**config.mk**
```make
export PLATFORM = sky130hd
export DESIGN_NAME = pwm_phase_gen
export DESIGN_NICKNAME = d
export VERILOG_FILES = /design/src/rtl/pwm_phase_gen.sv
export SDC_FILE = /design/constraint.sdc
export NUM_CORES = 1
export LEC_CHECK = 0
export ABC_AREA = 0
export BUFFER_PORTS_ARGS = -buffer_cell sky130_fd_sc_hd__buf_2
export CAP_MARGIN = 15
export CELL_PAD_IN_SITES_DETAIL_PLACEMENT = 0
export CELL_PAD_IN_SITES_GLOBAL_PLACEMENT = 1
export CORE_MARGIN = 2
export CORE_UTILIZATION = 46
export DETAILED_ROUTE_END_ITERATION = 8
export GPL_ROUTABILITY_DRIVEN = 1
export PLACE_DENSITY = 0.91
export SYNTH_ARGS = -nofsm -noshare
export SYNTH_HDL_FRONTEND = slang
export SYNTH_SLANG_ARGS = --single-unit
export TNS_END_PERCENT = 5
```
**constraint.sdc**
```tcl
create_clock -name clk -period 3.97 [get_ports clk]
set_clock_uncertainty 0.2 [all_clocks]
set_input_delay 0.397 -clock clk [delete_from_list [all_inputs] [get_ports clk]]
set_output_delay 0.397 -clock clk [all_outputs]
set_load 0.005 [all_outputs]
```
**src/rtl/pwm_phase_gen.sv**
```systemverilog
module pwm_phase_gen #(
  parameter int CW = 12,
  parameter int DW = 4,
  parameter int NP = 3,
  localparam int NC = 2 * NP
) (
  input  logic             clk,
  input  logic             rst_n,
  input  logic             run,
  input  logic             center_in,
  input  logic [NP-1:0]    asym_in,
  input  logic [CW-1:0]    mod_in,
  input  logic [NC*CW-1:0] val_in,
  input  logic [DW-1:0]    dead_in,
  output logic [NC-1:0]    pwm_out,
  output logic             reload_out
);

  logic [CW-1:0]    cnt;
  logic             up;
  logic [CW-1:0]    act_mod;
  logic [NC*CW-1:0] act_val;
  logic [NP-1:0]    act_asym;
  logic             act_ctr;
  logic             run_q;
  logic             reload_q;
  logic [NP-1:0]    raw_c, raw_q;

  logic [CW:0] cnt_inc;
  logic        top_hit, wrap;

  assign cnt_inc = {1'b0, cnt} + 1'b1;
  assign top_hit = cnt_inc >= {1'b0, act_mod};
  assign wrap    = act_ctr ? (!up && cnt <= CW'(1)) : top_hit;

  always_ff @(posedge clk or negedge rst_n) begin
    if (!rst_n) begin
      cnt      <= '0;
      up       <= 1'b1;
      act_mod  <= '0;
      act_val  <= '0;
      act_asym <= '0;
      act_ctr  <= 1'b0;
      run_q    <= 1'b0;
      reload_q <= 1'b0;
    end else if (!run) begin
      cnt      <= '0;
      up       <= 1'b1;
      act_mod  <= mod_in;
      act_val  <= val_in;
      act_asym <= asym_in;
      act_ctr  <= center_in;
      run_q    <= 1'b0;
      reload_q <= 1'b0;
    end else begin
      run_q    <= 1'b1;
      reload_q <= wrap;
      if (wrap) begin
        cnt      <= '0;
        up       <= 1'b1;
        act_mod  <= mod_in;
        act_val  <= val_in;
        act_asym <= asym_in;
        act_ctr  <= center_in;
      end else if (act_ctr && !up) begin
        cnt <= cnt - 1'b1;
      end else begin
        cnt <= cnt_inc[CW-1:0];
        up  <= act_ctr ? !top_hit : 1'b1;
      end
    end
  end

  for (genvar p = 0; p < NP; p++) begin : g_pair
    logic [CW-1:0] v_even, v_odd;
    logic          ge_even, ge_odd;
    logic [DW-1:0] dtc;

    assign v_even  = act_val[(2*p)*CW +: CW];
    assign v_odd   = act_val[(2*p+1)*CW +: CW];
    assign ge_even = cnt >= v_even;
    assign ge_odd  = cnt >= v_odd;
    assign raw_c[p] = act_ctr ? ((act_asym[p] && !up) ? ge_odd : ge_even)
                              : (act_asym[p] ? (ge_even ^ ge_odd) : ge_even);

    always_ff @(posedge clk or negedge rst_n) begin
      if (!rst_n) begin
        raw_q[p] <= 1'b0;
        dtc      <= '0;
      end else if (!run) begin
        raw_q[p] <= 1'b0;
        dtc      <= '0;
      end else begin
        raw_q[p] <= raw_c[p];
        if (raw_c[p] != raw_q[p]) dtc <= dead_in;
        else if (dtc != '0)       dtc <= dtc - 1'b1;
      end
    end

    assign pwm_out[2*p]   = run_q &&  raw_q[p] && (dtc == '0);
    assign pwm_out[2*p+1] = run_q && !raw_q[p] && (dtc == '0);
  end

  assign reload_out = reload_q;

endmodule


```
==> results of run 1 <==
critical path: stages, from the launching register on:
cell      delay, ps
dfrtp_1         480
ha_1            270
nand3_2         110
or2_4           290
nor2_4          130
xor2_1           80
ha_1            320
nand4_1         130
nor2_1          130
a21oi_1          70
a21boi_0        170
o21a_1          180
o31ai_4         110
o21ai_4         240
buf_4           380
mux2_2          380
cells by family after synthesis:
group / after synthesis / synth area share
xor gates and xnor gates: 27 / 0.0315
AOI/OAI and AO/OA: 119 / 0.107
buffers and inverters: 108 / 0.0647
and+or+nand+nor: 146 / 0.102
muxes: 91 / 0.146
adders and majority gates: 93 / 0.155
DFF: 118 / 0.394
repair_timing:
item,4_1_cts,5_1_grt
endpoints found under the hold margin,150,1
hold buffers,34,1
buffers inserted,0,0
layout by cell type, fill, tap and decap left out, types with 21 or more instances in the layout:
cell type      Yosys  layout
nand2_1           31      31
mux2_2            60      60
buf_2              0     100
nor2_1            30      30
dlygate4sd3_1      0      35
inv_1             89      89
a21oi_1           41      41
dfrtp_1          117     117
o21ai_0           21      21
ha_1              93      93
flip-flops by register name (all words and copies together) (netlist names):
signal      cells
cnt            12
up              1
act_asym        3
act_val        72
act_mod        12
raw_q           3
reload_out      1
g_pair.dtc     12
run_q           1
act_ctr         1
metrics by stage:
step,total power (W),utilization,std cells,hold WS [ps]
finish,0.00380,0.578,1082,7.86
global route,0.00403,0.578,1082,5.51
CTS,0.00383,0.578,1081,0.199
detailed placement,0.00227,0.519,1015,275
global placement,0.00225,0.519,1015,268
floorplan,0.00204,-,702,-98.6
power groups by stage:
| stage | Clock (W) | Combinational (W) | Sequential, W |
|---|---|---|---|
| floorplan | 0 | 0.000601 | 0.00144 |
| global placement | 0 | 0.000785 | 0.00146 |
| detailed placement | 0 | 0.000802 | 0.00147 |
| CTS | 0.00155 | 0.000838 | 0.00145 |
| global route | 0.00161 | 0.000947 | 0.00147 |
| finish | 0.00152 | 0.000834 | 0.00145 |
layout make-up:
cell class                 instances  area, µm²
clock buffer                      18        439
clock inverter                    14        153
fill                            1382       6720
inverter                          90        338
multi-input combinational        476       4070
sequential                       118       2950
tap                              216        270
timing repair buffer             150       1000
layer usage:
layer  vias up  part of all wire  track usage
li1       2791                 -            -
met1      2704              0.47        0.282
met2       137              0.46        0.329
met3        28             0.046       0.0446
met4         0             0.020       0.0755
met5         -                 0            0
worst paths after layout:
| path | to | slack, ps | cells past startpoint |
|---|---|---|---|
| max | act_val[29] | 150 | 15 |
| min reg2reg | act_val[6] | 290 | 1 |
| max in group asynchronous | g_pair[1].dtc[0] | 2640 | 3 |
| max reg2reg | act_val[29] | 150 | 15 |
| min in group asynchronous | act_val[70] | 370 | 3 |
| min | act_mod[7] | 8 | 2 |
==> key figures, run 1 <==
Run status
  – Status: finished, final reports clean

Synth
  – Cells after synthesis: 702
  – Number of warnings issued by yosys: 0
  – Synth cell types: 62
  – Area contributors post-synth: dfrtp_1 (39%), ha_1 (16%), mux2_2 (9.0%)
  – Sequential fraction of the synthesis area: 0.394
  – Synth Net Count: 890
  – Post-synthesis register bit count: ~120
  – Dominant cell type by area after synthesis: dfrtp_1
  – Ys async rst share: 1.00
  – Area of the mapped netlist: roughly 7500 µm²
  – Count leader, synth: dfrtp_1
  – Syn avg cell area: 10.7 µm²
  – Synth cell count leaders: dfrtp_1 (117), ha_1 (93), inv_1 (89), mux2_2 (60), a21oi_1 (41)
  – Synth Flop Type: dfrtp_1
  – Yosys top cell area share: 0.390
  – Post-synth EDFFs: 0

Floorplanning
  – Chip height: around 130 µm
  – Ports: 102
  – Total Die Area: 17400 µm²
  – Die width: roughly 130 µm
  – Number of cell rows: 46
  – Initial Utilization: 0.471
  – Core area: 15900 µm²

Power and ir drop
  – P_sw: 0.00107 W
  – Gate power share: 0.219
  – Seq pwr share: 0.381
  – Internal power: 0.00273 W
  – Clock power frac: 0.400
  – Switching share of total power: 0.283
  – P_leak: between 4 and 5 nW
  – Worst VDD drop: 0.306 mV
  – P per Cell Area: ~410 nW/µm²

Timing
  – Total Neg Setup Slack: 0 ps
  – Worst Tran Pin Value: 751 ps
  – Tcrit/Tclk final: 0.962
  – Period minus WS final: 3820 ps
  – Slew Viols, Final: 0
  – PnR worst setup slack: roughly 150 ps
  – Rel. slew slack: 0.499
  – Endpoints failing hold: 0
  – RSZ-0062 raised after global routing: no
  – FMAX: 262 MHz
  – Final setup fails: 0

Clock tree
  – Max Root-Sink Buffers: 2
  – CTS H-Tree Depth: 4
  – CTS tree: done
  – CTS clk-pin slew, worst paths: approximately 60 ps
  – CTS-repair resized insts: 0
  – Skew-Pair Late Insertion Delay: 420 ps
  – Clock Tree Root: clkbuf_16
  – CTS Buf Count: 17
  – Clk sinks: between 100 and 150

Flow run
  – Max_cap viols: 0

Worst setup path
  – Worst Path Arrival: 3920 ps
  – CP required: 4070 ps
  – Crit Path Category: reg -> reg
  – Reg2reg start: cnt[0]
  – Critical path startpoint category: register
  – Critical path capture point type: register
  – Critical-path maximum fanout: 25
  – CP startpoint: cnt[0]

Final layout
  – # nets final: 1041
  – Layout overhead on the synthesized area: 22.9%
  – Final Cell Area: just over 9000 µm²
  – Layout cells sized above 1: 0.277
  – Antenna diodes: 0

Place
  – Hpwl dp: 12.3 mm
  – Post-Place Cell Area: 8280 µm²
  – Buffers on Ports: 101
  – Placer congestion estimate: 0.850
  – DP Worst Slack: 181 ps

Global route
  – Vias in the first global route: around 5.8k
  – Total grt overflow: 0
  – Largest net degree at the start of global routing: 119
  – First-pass GRT wire length: 28.5 mm
  – Total GRT Usage: 0.208
  – Initial antenna violation count: 0

Min path
  – Worst min path class: in -> reg
  – HP Start: mod_in[7]

Route
  – Routed wire length: 17.0 mm
  – Routed Antenna Nets: 0
  – Via density: 5.23
  – DR pass1 iterations: 4
  – Via count: roughly 5.7k
  – Initial detailed-routing violation count: 233
  – Residual DRC count: 0
  – Routed len/inst: around 16 µm
No activity file was read; power rests on OpenSTA's default activity.
==> run 2: changes to the inputs <==
CELL_PAD_IN_SITES_DETAIL_PLACEMENT = 1   (was 0)
CELL_PAD_IN_SITES_GLOBAL_PLACEMENT = 2   (was 1)
CORE_ASPECT_RATIO = 1.75   (was default)
CORE_UTILIZATION = 38   (was 46)
CTS_CLUSTER_SIZE = 24   (was default)
==> key figures, run 2 (synthesized netlist as in run 1, its figures left out) <==
Run status
  – Status: finished, final reports clean

Power and ir drop
  – P per Cell Area: roughly 430 nW/µm²
  – P_leak: 4.69 nW
  – Worst VDD drop: 0.224 mV

Floorplanning
  – Number of cell rows: 68
  – Total Die Area: 20900 µm²
  – Chip height: 190 µm
  – Core area: 19600 µm²
  – Die width: between 100 and 150 µm
  – Ports: 102
  – Initial Utilization: 0.384

Route
  – Via density: 5.30
  – Routed wire length: 21.4 mm
  – Via count: 5848
  – Routed len/inst: 19.4 µm
  – Initial detailed-routing violation count: 197
  – Routed Antenna Nets: 0
  – Residual DRC count: 0
  – DR pass1 iterations: 4

Worst setup path
  – R2R Setup Slk: roughly 190 ps
  – Critical path capture point type: register
  – Crit Path Category: reg -> reg
  – CP Buf/Inv Count: 2
  – Most frequent CP cell: ha_1
  – CP required: 4070 ps
  – Crit path cell chain: ha_1 > nand3_2 > or2_4 > xnor2_1 > ha_1 > a21oi_1 > nor2b_1 > o21ai_0 > a21boi_0 > o21a_1 > o31ai_4 > o21ai_4 > buf_12 > clkbuf_16 > mux2_1
  – Critical-path maximum fanout: 26
  – Critical Path Max Stage Delay: between 400 and 500 ps
  – CP delay by family, top: compound AO/OA/AOI/OAI gates
  – CP max-delay cell: dfrtp_2
  – Worst Path Arrival: approximately 4000 ps
  – R2r worst-path depth: 15
  – Crit. path cell count: 15
  – Critical path startpoint category: register

Global route
  – Total grt overflow: 0
  – Initial antenna violation count: 0
  – First-pass GRT wire length: 33.7 mm
  – Largest net degree at the start of global routing: 73
  – Vias in the first global route: 6550
  – Total GRT Usage: 0.215

Final layout
  – Antenna diodes: 0
  – Top reg by flops: act_val
  – # fillers: between 2k and 2.5k
  – Layout cells sized above 1: 0.287
  – Leading cell type in the layout, fill and taps excluded: dfrtp_1
  – Most frequent cells in the layout: dfrtp_1 (115), buf_2 (100), ha_1 (93)
  – Max reg flops: 72
  – Layout overhead on the synthesized area: 23.1%
  – # nets final: 1034
  – Utilization after layout: 0.472

Min path
  – Worst Hold Depth: 2
  – Worst min path class: in -> reg

Clock tree
  – CTS tree: done
  – CTS clk-pin slew, worst paths: ~60 ps
  – Skew-Pair Late Insertion Delay: about 420 ps
  – CTS Buf Count: 17
  – Clock Tree Root: clkbuf_16
  – Max Root-Sink Buffers: 2
  – CTS H-Tree Depth: 4
  – Clk sinks: 118

Flow run
  – Max_cap viols: 0

Timing
  – Period minus WS final: 3780 ps
  – Worst Tran Pin Value: 957 ps
  – Slew Viols, Final: 0
  – Final setup fails: 0
  – FMAX: 264 MHz
  – PnR worst setup slack: 187 ps
  – Rel. slew slack: 0.362
  – Endpoints failing hold: 0
  – Tcrit/Tclk final: 0.953

Place
  – Hpwl dp: between 15 and 20 mm
  – Placer congestion estimate: 0.829
  – DP Worst Slack: 238 ps
  – Buffers on Ports: 101
run 2: changes by cell type in the layout (fill, tap and decap cells not counted):
cell           previous run  this run
clkbuf_8                  1         2
dfrtp_1                 117       115
dfrtp_2                   0         2
bufinv_16                 2         4
clkbuf_16                17        19
clkinvlp_4                7         1
clkinv_2                  1         5
inv_6                     2         0
clkinv_4                  2         0
buf_4                    12        16
buf_12                    3         4
clkbuf_1                  0         2
dlygate4sd3_1            35        21
run 2: final cells by class:
| type | instances | area (µm²) | share of cell area |
|---|---|---|---|
| multi-input cells | 476 | 4070 | 0.440 |
| flip-flops and latches | 118 | 2960 | 0.320 |
| clock buffers | 21 | 460 | 0.0498 |
| repair buffers | 143 | 961 | 0.104 |
| clock inverters | 10 | 153 | 0.0165 |
| well taps | 245 | 307 | 0.0332 |
| inverters | 90 | 338 | 0.0366 |
run 2: path summary, 6_finish.rpt:
kind / from / endpoint
worst max register to register: cnt[1] / act_val[6]
max in group asynchronous: rst_n / up
worst min register to register: act_val[6] / act_val[6]
worst min-delay path: val_in[20] / act_val[20]
min in group asynchronous: rst_n / act_val[64]
worst max-delay path: cnt[1] / act_val[6]
run 2: stage by stage:
step                cells  power (W)  cell area [µm²]  hold slack (ps)  TNS [ps]
detailed placement   1048    0.00231             8350              278         0
finish               1103    0.00395             9240             7.88         0
global route         1103    0.00417             9240             2.43     -6.79
CTS                  1099    0.00398             9160             1.06         0
global placement     1048    0.00227             8350              267         0
floorplan             702    0.00204             7510            -98.6         0
run 2: power by group:
group | total [W] | internal (W) | switching, W
registers | 0.00146 | 0.00135 | 0.000108
logic | 0.000865 | 0.000438 | 0.000426
clock network | 0.00163 | 0.00107 | 0.000560
run 2: repair_timing:
item                                   CTS  global route
setup endpoints to repair                0            57
hold buffers                            20             1
endpoints found under the hold margin   90             1
setup buffers                            0             1
resized for setup                        0             2
run 2: routing by layer:
| metal | up-vias | share of wire | wire length, µm | GRT usage |
|---|---|---|---|---|
| met5 | - | 0 | 0 | 0 |
| met4 | 0 | 0.034 | 721 | 0.0928 |
| met3 | 43 | 0.021 | 447 | 0.0315 |
| met2 | 95 | 0.57 | 12300 | 0.406 |
| met1 | 2942 | 0.37 | 7960 | 0.228 |
| li1 | 2768 | - | - | - |
==> run 3: changes to the inputs <==
CORE_ASPECT_RATIO = default   (was 1.75)
CORE_UTILIZATION = 41   (was 38)
PLACE_DENSITY = 0.95   (was 0.91)
clock period = 4.8 ns   (was 3.97 ns; I/O delays follow)
==> key figures, run 3 (synthesized netlist as in run 1, its figures left out) <==
Run status
  – Status: finished, final reports clean

Place
  – Buffers on Ports: 101
  – Placer congestion estimate: around 0.83
  – Hpwl dp: 13.8 mm

Final layout
  – Layout overhead on the synthesized area: 17.4%
  – Leading cell type in the layout, fill and taps excluded: dfrtp_1
  – # nets final: 1002
  – Most frequent cells in the layout: dfrtp_1 (117), buf_2 (100), ha_1 (93)
  – Layout cells sized above 1: 0.277
  – Max reg flops: 72
  – Top reg by flops: act_val
  – Antenna diodes: 0

Worst setup path
  – R2R Setup Slk: approximately 570 ps
  – Critical path startpoint category: register
  – CP required: 4910 ps
  – R2r worst-path depth: 13
  – Worst Path Arrival: 4340 ps
  – Crit Path Category: reg -> reg
  – Critical-path maximum fanout: 20
  – RR Endpoint: act_val[41]
  – Critical path capture point type: register
  – Reg2reg start: cnt[1]

Global route
  – Total grt overflow: 0
  – Largest net degree at the start of global routing: 59
  – Total GRT Usage: 0.208
  – First-pass GRT wire length: 31.9 mm
  – Met1 usage: 0.273
  – M2 GR Usage: 0.345
  – Gr busiest metal: met2
  – Met3 Use GR: 0.0502
  – Vias in the first global route: 6207
  – Initial antenna violation count: 0

Clock tree
  – CTS H-Tree Depth: 4
  – Clk sinks: 118
  – CTS tree: done
  – Clock Tree Root: clkbuf_16
  – CTS clk-pin slew, worst paths: 50 ps
  – Max Root-Sink Buffers: 2
  – Postcts setup bufs: 0
  – Skew-Pair Late Insertion Delay: roughly 420 ps
  – CTS-repair resized insts: 0
  – CTS Buf Count: 17

Floorplanning
  – Number of cell rows: between 40 and 50
  – Initial Utilization: 0.418
  – Die width: 139 µm
  – Chip height: 139 µm
  – Core area: approximately 18000 µm²
  – Total Die Area: roughly 19000 µm²
  – Ports: between 100 and 150

Min path
  – Worst min path class: in -> reg
  – Hold Path Sink: run_q
  – HP Start: run
  – Worst Hold Depth: 1

Power and ir drop
  – Clock power frac: 0.395
  – Overall power: about 0.0031 W
  – Internal power: 0.00225 W
  – Gate power share: 0.216
  – P per Cell Area: 352 nW/µm²
  – Switching share of total power: 0.277
  – P_sw: between 0.0008 and 0.0009 W
  – P_leak: 4.49 nW
  – Seq pwr share: 0.388
  – Worst VDD drop: 0.269 mV

Timing
  – Worst Tran Pin Value: 768 ps
  – Slew Viols, Final: 0
  – Endpoints failing hold: 0
  – Total Neg Setup Slack: 0 ps
  – Final hold slack: ~38 ps
  – RSZ-0062 raised after global routing: no
  – FMAX: about 240 MHz
  – Period minus WS final: around 4200 ps
  – Rel. slew slack: 0.488
  – Final setup fails: 0
  – Tcrit/Tclk final: 0.881

Route
  – Routed Antenna Nets: 0
  – Via count: 5640
  – Via density: 5.36
  – Residual DRC count: 0
  – DR pass1 iterations: 4
  – Routed wire length: 19.1 mm
  – Routed len/inst: 18.1 µm
  – Initial detailed-routing violation count: ~250

Flow run
  – Max_cap viols: 0
run 3: critical path, stage by stage, from the launching register on:
cell	delay, ps
dfrtp_1	590
ha_1	300
nand3_2	110
or2_4	300
nor2_4	140
and3_4	220
xor2_1	70
ha_1	330
nand2_1	60
a211oi_1	400
o31ai_4	160
o21ai_4	450
buf_4	390
mux2_2	380
run 3: area by class of cell:
| cell class | count | area [µm²] |
|---|---|---|
| clock inverter | 5 | 75.1 |
| multi-input combinational | 476 | 4070 |
| fill | 1991 | 9150 |
| tap | 229 | 287 |
| sequential | 118 | 2950 |
| timing repair buffer | 111 | 611 |
| clock buffer | 23 | 478 |
| inverter | 90 | 338 |
run 3: power groups by stage:
| stage | clock (W) | combinational [W] | sequential, W |
|---|---|---|---|
| after floorplan | 0 | 0.000497 | 0.00119 |
| after global placement | 0 | 0.000648 | 0.00122 |
| after detailed placement | 0 | 0.000668 | 0.00122 |
| after CTS | 0.00125 | 0.000681 | 0.00121 |
| after global routing | 0.00130 | 0.000772 | 0.00123 |
| final | 0.00123 | 0.000672 | 0.00121 |
run 3: what timing repair did:
item / CTS / global route
hold endpoints to repair: 19 / 0
hold buffers: 1 / 0
endpoints found under the setup margin: 0 / 0
run 3: worst max path at each step:
stage            from          end  depth (start not counted)
2_1_floorplan  cnt[1]  act_asym[2]                         13
3_3_place_gp   cnt[1]  act_val[33]                         13
3_5_place_dp   cnt[1]  act_val[35]                         13
4_1_cts        cnt[1]  act_val[41]                         13
5_1_grt        cnt[2]  act_val[35]                         12
6_report       cnt[1]  act_val[41]                         13
run 3: layer usage:
metal / wire length, µm / vias up
met3: 784 / 22
met4: 294 / 0
met5: 0 / -
met1: 8950 / 2804
met2: 9040 / 106
li1: - / 2708
run 3: per-stage QoR:
step | cells | cell area, µm² | worst slack (ps) | utilization
2_1_floorplan | 702 | 7510 | 1360 | -
3_3_place_gp | 1023 | 8250 | 717 | 0.459
3_5_place_dp | 1023 | 8250 | 585 | 0.459
4_1_cts | 1052 | 8810 | 564 | 0.490
5_1_grt | 1052 | 8810 | 291 | 0.490
6_report | 1052 | 8810 | 569 | 0.490
